[src/rtl/bas_pkg.sv]
package bas_pkg;
    localparam int BEAT_BITS = 2;
    typedef enum logic {
        ORD_LINEAR = 1'b0,
        ORD_XOR    = 1'b1
    } order_e;
endpackage

[src/rtl/bas_order.sv]
// Maps a start value and a beat count to the low address bits.
module bas_order #(
    parameter int W = bas_pkg::BEAT_BITS
) (
    input  logic [W-1:0]     start,
    input  logic [W-1:0]     count,
    input  bas_pkg::order_e  order,
    output logic [W-1:0]     beat
);
    logic [W-1:0] lin_w;
    logic [W-1:0] xor_w;

    always_comb begin
        lin_w = start + count;   // wraps modulo 2**W
        xor_w = start ^ count;
        beat  = (order == bas_pkg::ORD_XOR) ? xor_w : lin_w;
    end
endmodule

[src/rtl/bas_last.sv]
// Flags the final beat of a burst (count saturated at all ones).
module bas_last #(
    parameter int W = bas_pkg::BEAT_BITS
) (
    input  logic [W-1:0] count,
    output logic         is_last
);
    always_comb is_last = &count;
endmodule

[src/rtl/burst_addr_seq.sv]
module burst_addr_seq #(
    parameter int ADDR_W = 20
) (
    input  logic              clk,
    input  logic              rst_n,
    input  logic [ADDR_W-1:0] addr_in,
    input  logic              strobe_a,
    input  logic              strobe_b,
    input  logic              adv,
    input  logic              ilv_mode,
    output logic [ADDR_W-1:0] addr_out,
    output logic              last_beat
);
    import bas_pkg::*;

    localparam int BB = BEAT_BITS;
    localparam int UW = ADDR_W - BB;

    typedef struct packed {
        logic [ADDR_W-1:0] base;
        logic [BB-1:0]     cnt;
        order_e            order;
    } seq_t;

    seq_t st_d, st_q;
    logic load_w;
    logic [BB-1:0] low_w;

    always_comb begin
        load_w = strobe_a | strobe_b;
        st_d   = st_q;
        if (load_w) begin
            st_d.base  = addr_in;
            st_d.cnt   = '0;
            st_d.order = order_e'(ilv_mode);
        end else if (adv) begin
            st_d.cnt   = st_q.cnt + 1'b1;
        end
    end

    always_ff @(posedge clk) begin
        if (!rst_n) begin
            st_q <= '{base: '0, cnt: '0, order: ORD_LINEAR};
        end else begin
            st_q <= st_d;
        end
    end

    bas_order #(.W(BB)) u_order (
        .start (st_q.base[BB-1:0]),
        .count (st_q.cnt),
        .order (st_q.order),
        .beat  (low_w)
    );

    bas_last #(.W(BB)) u_last (
        .count   (st_q.cnt),
        .is_last (last_beat)
    );

    assign addr_out = {st_q.base[ADDR_W-1:BB], low_w};

    logic [UW-1:0] unused_upper_w;
    assign unused_upper_w = '0;
endmodule

[config.mk]
export PLATFORM = sky130hd
export DESIGN_NAME = burst_addr_seq
export DESIGN_NICKNAME = d
export VERILOG_FILES = /design/src/rtl/bas_pkg.sv /design/src/rtl/bas_order.sv /design/src/rtl/bas_last.sv /design/src/rtl/burst_addr_seq.sv
export SDC_FILE = /design/constraint.sdc
export NUM_CORES = 1
export LEC_CHECK = 0
export BUFFER_PORTS_ARGS = -buffer_cell sky130_fd_sc_hd__buf_2
export CORE_ASPECT_RATIO = 1.5
export CORE_MARGIN = 5
export CORE_UTILIZATION = 51
export CTS_BUF_LIST = sky130_fd_sc_hd__clkbuf_16
export CTS_CLUSTER_SIZE = 30
export DETAILED_ROUTE_END_ITERATION = 12
export HOLD_SLACK_MARGIN = 0.06
export PLACE_DENSITY = 0.86
export SETUP_SLACK_MARGIN = 0.15
export SYNTH_ARGS = -nofsm -noshare
export SYNTH_HDL_FRONTEND = slang
export SYNTH_SLANG_ARGS = --single-unit
[constraint.sdc]
create_clock -name clk -period 1.75 [get_ports clk]
set_input_delay 0.35 -clock clk [delete_from_list [all_inputs] [get_ports clk]]
set_output_delay 0.35 -clock clk [all_outputs]
set_load 0.01 [all_outputs]
# Word level (Yosys, flattened, before mapping)
# Cells that the tools add are included.
[classes]
bitwise = 3
reduce_logical = 2
n_addsub = 2
mux = 1
[ops]
columns = ["op", "n"]
rows = [
  ["$add A2 B1 Y2 const B", 1],
  ["$add A2 B2 Y2", 1],
  ["$mux W2", 1],
  ["$reduce_and A2 Y1", 1],
  ["$reduce_or A2 Y1", 1],
  ["$xor A2 B2 Y2", 1],
  ["$not A1 Y1", 1],
  ["$or A1 B1 Y1", 1],
]
[totals]
output_inout_bits = 21
in_bits = 26
register_bits = 23
elab_cells = 11

# Logic depth before layout (Yosys ltp)
# Gate-level depths: netlist of the first run.
[depth]
word_depth = 2
ltp_mapped = 4
depth_no_buf = 3

# By module
# From an unflattened synthesis of the first run, not the netlist that was laid out.
[hier_totals]
cells_unflattened = 125
area_unflattened_um2 = 1191.1
[modules_own_cells]
columns = ["mod", "seq_area_each_um2", "instances", "area_per_inst_um2", "cells_each"]
rows = [
  ["burst_addr_seq", 460.4, 1, 1148.6, 120],
  ["bas_order", 0.0, 1, 36.3, 4],
  ["bas_last", 0.0, 1, 6.3, 1],
]

# Worst setup path after synthesis of the first run
# Ideal clock, no wire load.
[synth_timing]
kind = "reg2out"
from = "register st_q[1] (netlist bit)"
to = "output port addr_out[1]"
t_required_ns = 1.400
path_slack_ns = 0.549
stages_incl_launch_ff = 4
arrival_ns = 0.851
path_buffers = 0
cell_sequence = "dfxtp_1 -> ha_1 -> nor2b_1 -> xnor2_1"
[synth_between]
elab_chain_cells = 2
[synth_lines]
columns = ["element", "line", "rtl"]
rows = [
  ["start: declaration", "burst_addr_seq.sv:25", "seq_t st_d, st_q;"],
  ["start signal: assignment", "burst_addr_seq.sv:43", "st_q <= '{base: '0, cnt: '0, order: ORD_LINEAR};"],
  ["start signal: assignment", "burst_addr_seq.sv:45", "st_q <= st_d;"],
  ["$add A2 B2 Y2", "bas_order.sv:14", "lin_w = start + count;"],
  ["$mux W2", "bas_order.sv:16", "beat = (order == bas_pkg::ORD_XOR) ? xor_w : lin_w;"],
  ["end: declaration", "burst_addr_seq.sv:11", "output logic [ADDR_W-1:0] addr_out,"],
]
# No other way between the ends.

# Final worst setup path of the first run
# Ends and elaborated chain as after synthesis.

==> results.yml, run 1 <==
pwr:
  ir_worst_vdd_mv: 0.6306
  swShare_pct: 22.09
  power_density_nw_per_um2: 902.7
  p_int_w: 0.0009362
  p_leak_nw: 0.5857
  power_frac_seq_pct: 47.3
  comb_power_share_pct: 13.1
  power_switching_w: 0.0002655
  clock_power_share_pct: 39.6
placement:
  dp_hpwl_um: 1589
  routabilityCongestion: 0.6320
  dp_worst_setup_slack_ns: 0.3673
  portBuffers: 46
cts:
  postCtsSetupRepairBufs: 0
  cts_tree: "built"
  htreeDepth: 1
  clk_pin_slew_ns: 0.06
  clockBufferDepth: 2
  cts.sinks: 23
  hold_buffers: 0
  clkLatencyLatePin_ns: 0.25
  root_buffer: "clkbuf_16"
  cts_made_buffers: 3
critical_path:
  crit_path_start_kind: "register"
  path_class: "reg -> out"
  cp_slowest_cell: "dfxtp_2"
  crit_arrival_ns: 1.17
  endpoint_kind: "primary output"
  cp_cell_sequence: "ha_1 > nor2b_1 > xnor2_1 > buf_2"
  path_max_fanout: 3
  required_ns: 1.40
  cpPeakStageDelay_ns: 0.33
die:
  fp-row-count: 21
  pin_count: 47
  die_x_um: 49.46
  die_y_um: 69.19
  core_um2: 2233
  start_util_pct: 53.33
  fp.dieArea_um2: 3422
finish:
  area_growth_pct: 11.77
  nFillCells: 198
  n_antenna_cell: 0
  fin_util_pct: 59.61
  multi_input_area_um2: 531.8
  final_nets: 174
  drive_gt1_share_pct: 35.86
  regArea_um2: 461.7
timing:
  tns_ns: 0
  finalMaxSlewViolations: 0
  setup_slack_ns: 0.2263
  max_freq_mhz: 656.3
  period_needed_ns: 1.524
  fin_skew_ns: 0.0002125
  finalSetupViolations: 0
  max-slew-margin-rel_pct: 59.82
  timing.final.crit_share_pct: 87.07
  hold_viol_final: 0
  tightest_slew_ns: 0.6026
  rsz0062_at_grt: "false"
grt:
  antenna_found_initial: 0
  grt_pass1_wl_um: 3822
  grt_max_degree: 45
  overflow: 0
  grt_usage_pct: 13.47
  first_global_vias: 937
synthesis:
  ys_seq_elements: 23
  synthFlopType: "dfxtp_1"
  yosysMostFrequentCell: "dfxtp_1"
  yosys-top-cells-count: "dfxtp_1, a21boi_1, or3b_1"
  syn_area_per_cell_um2: 9.684
  postSynthCellCount: 123
  yosys_warnings: 0
  synth.yosys.seq_area_share_pct: 38.66
  synth_area_leader_cell: "dfxtp_1"
  synth_edf_count: 0
  syn-cell-area_um2: 1191
  synth_nets: 151
  synth.area.top_cells: "dfxtp_1, or3b_1, a21boi_1, buf_4, o21ai_0"
  ys_types: 16
  yosys.area.top_type_share_pct: 38.66
  synthArstFlopShare_pct: 0
flow_run:
  cap_violations: 0
route:
  remaining_drc_errors: 0
  drt_first_pass_iters: 2
  vias: 912
  wl_per_cell_um: 13.83
  drt_iter0_drc: 18
  wl_um: 2323
  vias_per_cell: 5.429
  ant_nets: 0
worst_hold_path:
  min_path_type: "in -> reg"
status:
  status: "finished, final reports clean"
-- worst max-delay path: cells and delay by family (launching register included) --
| family | cells | cell delay [ns] |
|---|---|---|
| xor+xnor | 1 | 0.12 |
| fa+ha+maj | 1 | 0.19 |
| flops | 1 | 0.33 |
| buf+inv | 1 | 0.15 |
| simple gates | 1 | 0.13 |
-- metrics by stage --
| step | total power (W) | hold WS, ns | cell area (um^2) | std cells |
|---|---|---|---|---|
| after global placement | 0.0007305 | 0.5339 | 1251 | 164 |
| final | 0.001202 | 0.3539 | 1331 | 168 |
| after CTS | 0.001213 | 0.3554 | 1330 | 168 |
| after global routing | 0.001252 | 0.3686 | 1331 | 168 |
| after detailed placement | 0.0007383 | 0.5361 | 1251 | 164 |
| after floorplan | 0.0007090 | 0.5032 | 1191 | 123 |
-- cells by family (layout without fill, tap and decap cells) --
family                     count (synthesis)  after routing  synth area share (%)
AOI/OAI and AO/OA                         42             42                 22.06
buffers and inverters                     28             50                 16.70
muxes                                      1              1                0.8404
and+or+nand+nor                           24             24                 17.44
DFF                                       23             23                 38.66
adders and majority gates                  2              2                 2.101
xor gates and xnor gates                   3              3                 2.206
-- routing by layer --
metal  share of wire, %  GRT usage, %
met2                 49         23.96
met4                1.7         6.122
met1                 40         14.65
met5                  0             0
met3                9.5         3.011
-- worst paths after layout --
kind	start	to	slack (ns)	depth (start not counted)
worst max-delay path	st_q[1]$_SDFFE_PP0P_	addr_out[1]	0.23	4
worst min-delay path	addr_in[19]	addr_out[19]$_SDFFE_PN0P_	0.35	3
worst max register to register	st_q[2]$_SDFFE_PP0P_	st_q[2]$_SDFFE_PP0P_	0.76	3
worst min register to register	st_q[1]$_SDFFE_PP0P_	st_q[1]$_SDFFE_PP0P_	0.55	2
-- layout by cell type, fill, tap and decap left out, drive strengths merged --
cell,n
dfxtp,23
mux2i,1
ha,2
inv,1
or3b,21
clkbuf,3
nor4b,2
nor2b,1
buf,46
xnor2,3
o21ai,21
a21boi,21
-- sequential cells by signal, indices dropped and copies added, names as in the netlist --
register	flops
addr_out	18
st_q	5
-- cell type report --
class	count	area share, %
clock inverter	1	0.2820
timing repair buffer	46	17.29
multi-input combinational	72	39.94
sequential	23	34.68
tap	23	2.162
clock buffer	3	5.639
-- repair_timing --
action                                  CTS  global route
endpoints found under the setup margin    0             1
endpoints found under the hold margin     0             0
resized for setup                         0             1
-- power by group through the flow --
stage	registers, W	logic [W]	clock network [W]
6_report	0.000568	0.000157	0.000476
5_1_grt	0.000572	0.000175	0.000504
4_1_cts	0.000569	0.000160	0.000485
3_5_place_dp	0.000579	0.000159	0
3_3_place_gp	0.000578	0.000152	0
2_1_floorplan	0.000576	0.000133	0
Power figures use the tool's default switching activity.
==> run 2: changes to the inputs <==
Settings changed: CORE_UTILIZATION 51 to 45, PLACE_DENSITY 0.86 to 0.78.
==> results.yml, run 2 (synthesis results as in run 1) <==
status:
  status: "finished, final reports clean"
pwr:
  power_density_nw_per_um2: 893.5
  p_leak_nw: 0.5857
  ir_worst_vdd_mv: 0.7661
  power.total_w: 0.001205
timing:
  timing.final.crit_share_pct: 86.00
  hold_viol_final: 0
  tightest_slew_ns: 0.6158
  rsz0062_at_grt: "false"
  max-slew-margin-rel_pct: 58.94
  finalSetupViolations: 0
  tns_ns: 0
  finalMaxSlewViolations: 0
  period_needed_ns: 1.505
  max_freq_mhz: 664.4
  fin_skew_ns: 0.001006
grt:
  antenna_found_initial: 0
  grt_usage_pct: 13.08
  grt_pass1_wl_um: 3808
  overflow: 0
  first_global_vias: 924
  grt_max_degree: 45
finish:
  largest_reg_flops: 18
  n_antenna_cell: 0
  drive_gt1_share_pct: 35.86
  final_nets: 174
  final_common_cell: "buf_2"
  area_growth_pct: 13.24
  final_cells: 182
  mostFrequentLayoutCells: "buf_2, dfxtp_1, or3b_1, a21boi_1, o21ai_0"
route:
  vias: 902
  ant_nets: 0
  vias_per_cell: 4.956
  wl_per_cell_um: 12.77
  wl_um: 2325
  drt_first_pass_iters: 4
  remaining_drc_errors: 0
  drt_iter0_drc: 38
cts:
  clockBufferDepth: 2
  postCtsSetupRepairBufs: 0
  clk_pin_slew_ns: 0.06
  cts.sinks: 23
  clkLatencyLatePin_ns: 0.26
  htreeDepth: 1
  cts_tree: "built"
  cts_made_buffers: 3
  root_buffer: "clkbuf_16"
flow_run:
  cap_violations: 0
critical_path:
  crit_path_start_kind: "register"
  endpoint_kind: "primary output"
  crit_arrival_ns: 1.16
  path_max_fanout: 3
  path_class: "reg -> out"
  required_ns: 1.40
die:
  core_um2: 2619
  start_util_pct: 45.48
  fp.dieArea_um2: 3797
  pin_count: 47
  fp-row-count: 23
  die_y_um: 73.01
  die_x_um: 52.01
placement:
  placed_cells: 178
  routabilityCongestion: 0.6415
  dp_hpwl_um: 1589
  portBuffers: 46
worst_hold_path:
  min_path_type: "in -> reg"
run 2: cell counts in the layout (fill, tap and decap cells not counted):
No cell type changed its count.
run 2: final cells by class:
type / instances / area, um^2
fillers: 257 / 1270
clock inverters: 1 / 3.754
flip-flops and latches: 23 / 461.7
repair buffers: 46 / 230.2
well taps: 37 / 46.29
clock buffers: 3 / 75.07
multi-input cells: 72 / 531.8
run 2: per-layer routing:
metal,vias to the layer above,global-route usage [%],wire (um)
met5,-,0,0
met4,0,7.872,61
met3,5,2.454,226
met2,40,22.38,1014
met1,396,14.61,1022
li1,461,-,-
run 2: path summary, 6_finish.rpt:
path                                            endpoint  cells past startpoint  slack, ns                      from
worst min-delay path            addr_out[2]$_SDFFE_PN0P_                      3       0.36                addr_in[2]
worst max-delay path                         addr_out[1]                      4       0.24      st_q[1]$_SDFFE_PP0P_
worst max register to register      st_q[2]$_SDFFE_PP0P_                      3       0.76      st_q[2]$_SDFFE_PP0P_
worst min register to register  addr_out[5]$_SDFFE_PN0P_                      2       0.55  addr_out[5]$_SDFFE_PN0P_
run 2: what timing repair did:
action / in CTS / in global routing
setup endpoints to repair: 0 / 1
hold buffers: 0 / 0
gates resized for setup: 0 / 1
run 2: power by group:
group | leakage [nW] | internal [W] | switching, W
Clock | 0.0423 | 0.000305 | 0.000176
Sequential | 0.191 | 0.000555 | 0.0000129
Combinational | 0.353 | 0.0000771 | 0.0000799
Total | 0.586 | 0.000937 | 0.000269
run 2: stage by stage:
| stage | hold WS (ns) | area (um^2) | worst slack (ns) | util (%) |
|---|---|---|---|---|
| 6_report | 0.3571 | 1349 | 0.2449 | 51.51 |
| 5_1_grt | 0.3669 | 1349 | 0.1530 | 51.51 |
| 4_1_cts | 0.3494 | 1348 | 0.1948 | 51.46 |
| 3_5_place_dp | 0.5344 | 1269 | 0.3782 | 48.45 |
| 3_3_place_gp | 0.5324 | 1269 | 0.4235 | 48.45 |
| 2_1_floorplan | 0.5032 | 1191 | 0.5495 | - |
run 2: worst max-delay path, stage by stage, from the launching register on:
cell	delay, ns
dfxtp_2	0.33
ha_1	0.18
nor2b_1	0.13
xnor2_1	0.12
buf_2	0.14
==> run 3: changes to the inputs <==
Settings changed: CORE_UTILIZATION 45 to 35, PLACE_DENSITY 0.78 to 0.64.
==> results.yml, run 3 (synthesis results as in run 1) <==
critical_path:
  required_ns: 1.40
  path_class: "reg -> out"
  cp_top_family: "flip-flops"
  crit_path_start_kind: "register"
  cpPeakStageDelay_ns: 0.33
  cp_cell_sequence: "ha_1 > nor2b_1 > xnor2_1 > buf_2"
  endpoint_kind: "primary output"
  cp_slowest_cell: "dfxtp_2"
  crit_arrival_ns: 1.15
  path_buf_inv: 1
  path_max_fanout: 3
finish:
  mostFrequentLayoutCells: "buf_2, dfxtp_1, or3b_1, a21boi_1, o21ai_0"
  n_antenna_cell: 0
  final_cells: 187
  area_growth_pct: 13.76
  final_common_cell: "buf_2"
  final_nets: 174
  drive_gt1_share_pct: 35.86
  nFillCells: 339
  largest_reg_flops: 18
status:
  status: "finished, final reports clean"
route:
  drt_first_pass_iters: 4
  remaining_drc_errors: 0
  ant_nets: 0
  vias: 902
  vias_per_cell: 4.824
  wl_um: 2313
  wl_per_cell_um: 12.37
  drt_iter0_drc: 44
die:
  fp-row-count: 26
  die_y_um: 81.45
  start_util_pct: 35.55
  pin_count: 47
  fp.dieArea_um2: 4694
  core_um2: 3351
  die_x_um: 57.63
grt:
  antenna_found_initial: 0
  grt_usage_pct: 10.18
  overflow: 0
  grt_max_degree: 45
  first_global_vias: 881
  grt_pass1_wl_um: 3788
timing:
  finalMaxSlewViolations: 0
  tns_ns: 0
  timing.final.crit_share_pct: 85.92
  hold_viol_final: 0
  max-slew-margin-rel_pct: 59.56
  finalSetupViolations: 0
  rsz0062_at_grt: "false"
  holdWs_ns: 0.3595
  period_needed_ns: 1.504
  max_freq_mhz: 665.1
  tightest_slew_ns: 0.6065
  fin_skew_ns: 0.0003642
cts:
  clkLatencyLatePin_ns: 0.25
  clk_pin_slew_ns: 0.05
  htreeDepth: 1
  clockBufferDepth: 2
  cts_made_buffers: 3
  root_buffer: "clkbuf_16"
  cts.sinks: 23
  cts_tree: "built"
  hold_buffers: 0
placement:
  portBuffers: 46
  placed_cells: 183
  dp_hpwl_um: 1599
  routabilityCongestion: 0.7534
pwr:
  ir_worst_vdd_mv: 0.5841
  p_leak_nw: 0.5857
  power_density_nw_per_um2: 885.8
worst_hold_path:
  min_path_type: "in -> reg"
flow_run:
  cap_violations: 0
[run 3: cell counts in the layout (fill, tap and decap cells not counted)]
No cell type changed its count.
[run 3: worst register-to-register path: cells and delay by family (launching register included)]
family	cells	cell delay, ns
and+or+nand+nor	1	0.22
muxes	1	0.07
adders and majority gates	1	0.27
DFF	1	0.33
[run 3: path summary, 6_finish.rpt]
kind	slack, ns	start	to	depth (start not counted)
hold / removal	0.36	addr_in[3]	addr_out[3]$_SDFFE_PN0P_	3
hold reg to reg	0.54	st_q[1]$_SDFFE_PP0P_	st_q[1]$_SDFFE_PP0P_	2
setup reg to reg	0.77	st_q[2]$_SDFFE_PP0P_	st_q[2]$_SDFFE_PP0P_	3
setup / recovery	0.25	st_q[1]$_SDFFE_PP0P_	addr_out[1]	4
[run 3: final cells by class]
type / instances / area, um^2 / area share, %
timing repair buffer: 46 / 230.2 / 16.99
sequential: 23 / 461.7 / 34.07
tap: 42 / 52.55 / 3.878
clock inverter: 1 / 3.754 / 0.2770
multi-input combinational: 72 / 531.8 / 39.24
clock buffer: 3 / 75.07 / 5.540
[run 3: where the power goes]
group | internal, W | leakage [nW] | switching [W]
logic | 0.0000771 | 0.353 | 0.0000807
clock network | 0.000304 | 0.0423 | 0.000171
registers | 0.000555 | 0.191 | 0.0000127
[run 3: through the flow]
stage | area, um^2 | total power [W] | util (%) | worst slack [ns]
after detailed placement | 1275 | 0.0007389 | 38.05 | 0.3650
after global routing | 1355 | 0.001264 | 40.44 | 0.1736
after global placement | 1275 | 0.0007328 | 38.05 | 0.4147
after floorplan | 1191 | 0.0007090 | - | 0.5495
final | 1355 | 0.001200 | 40.44 | 0.2464
after CTS | 1354 | 0.001225 | 40.40 | 0.1941
[run 3: repair_timing]
item,4_1_cts,5_1_grt
setup buffers,0,0
gates resized for setup,0,1
setup endpoints to repair,0,1
[run 3: routing by layer]
layer / part of all wire (%) / wire [um] / track usage [%] / up-vias
met2: 39 / 912 / 15.50 / 41
met3: 13 / 291 / 3.616 / 4
met5: 0 / 0 / 0 / -
met1: 46 / 1074 / 12.70 / 397
li1: - / - / - / 460
met4: 1.5 / 35 / 4.872 / 0
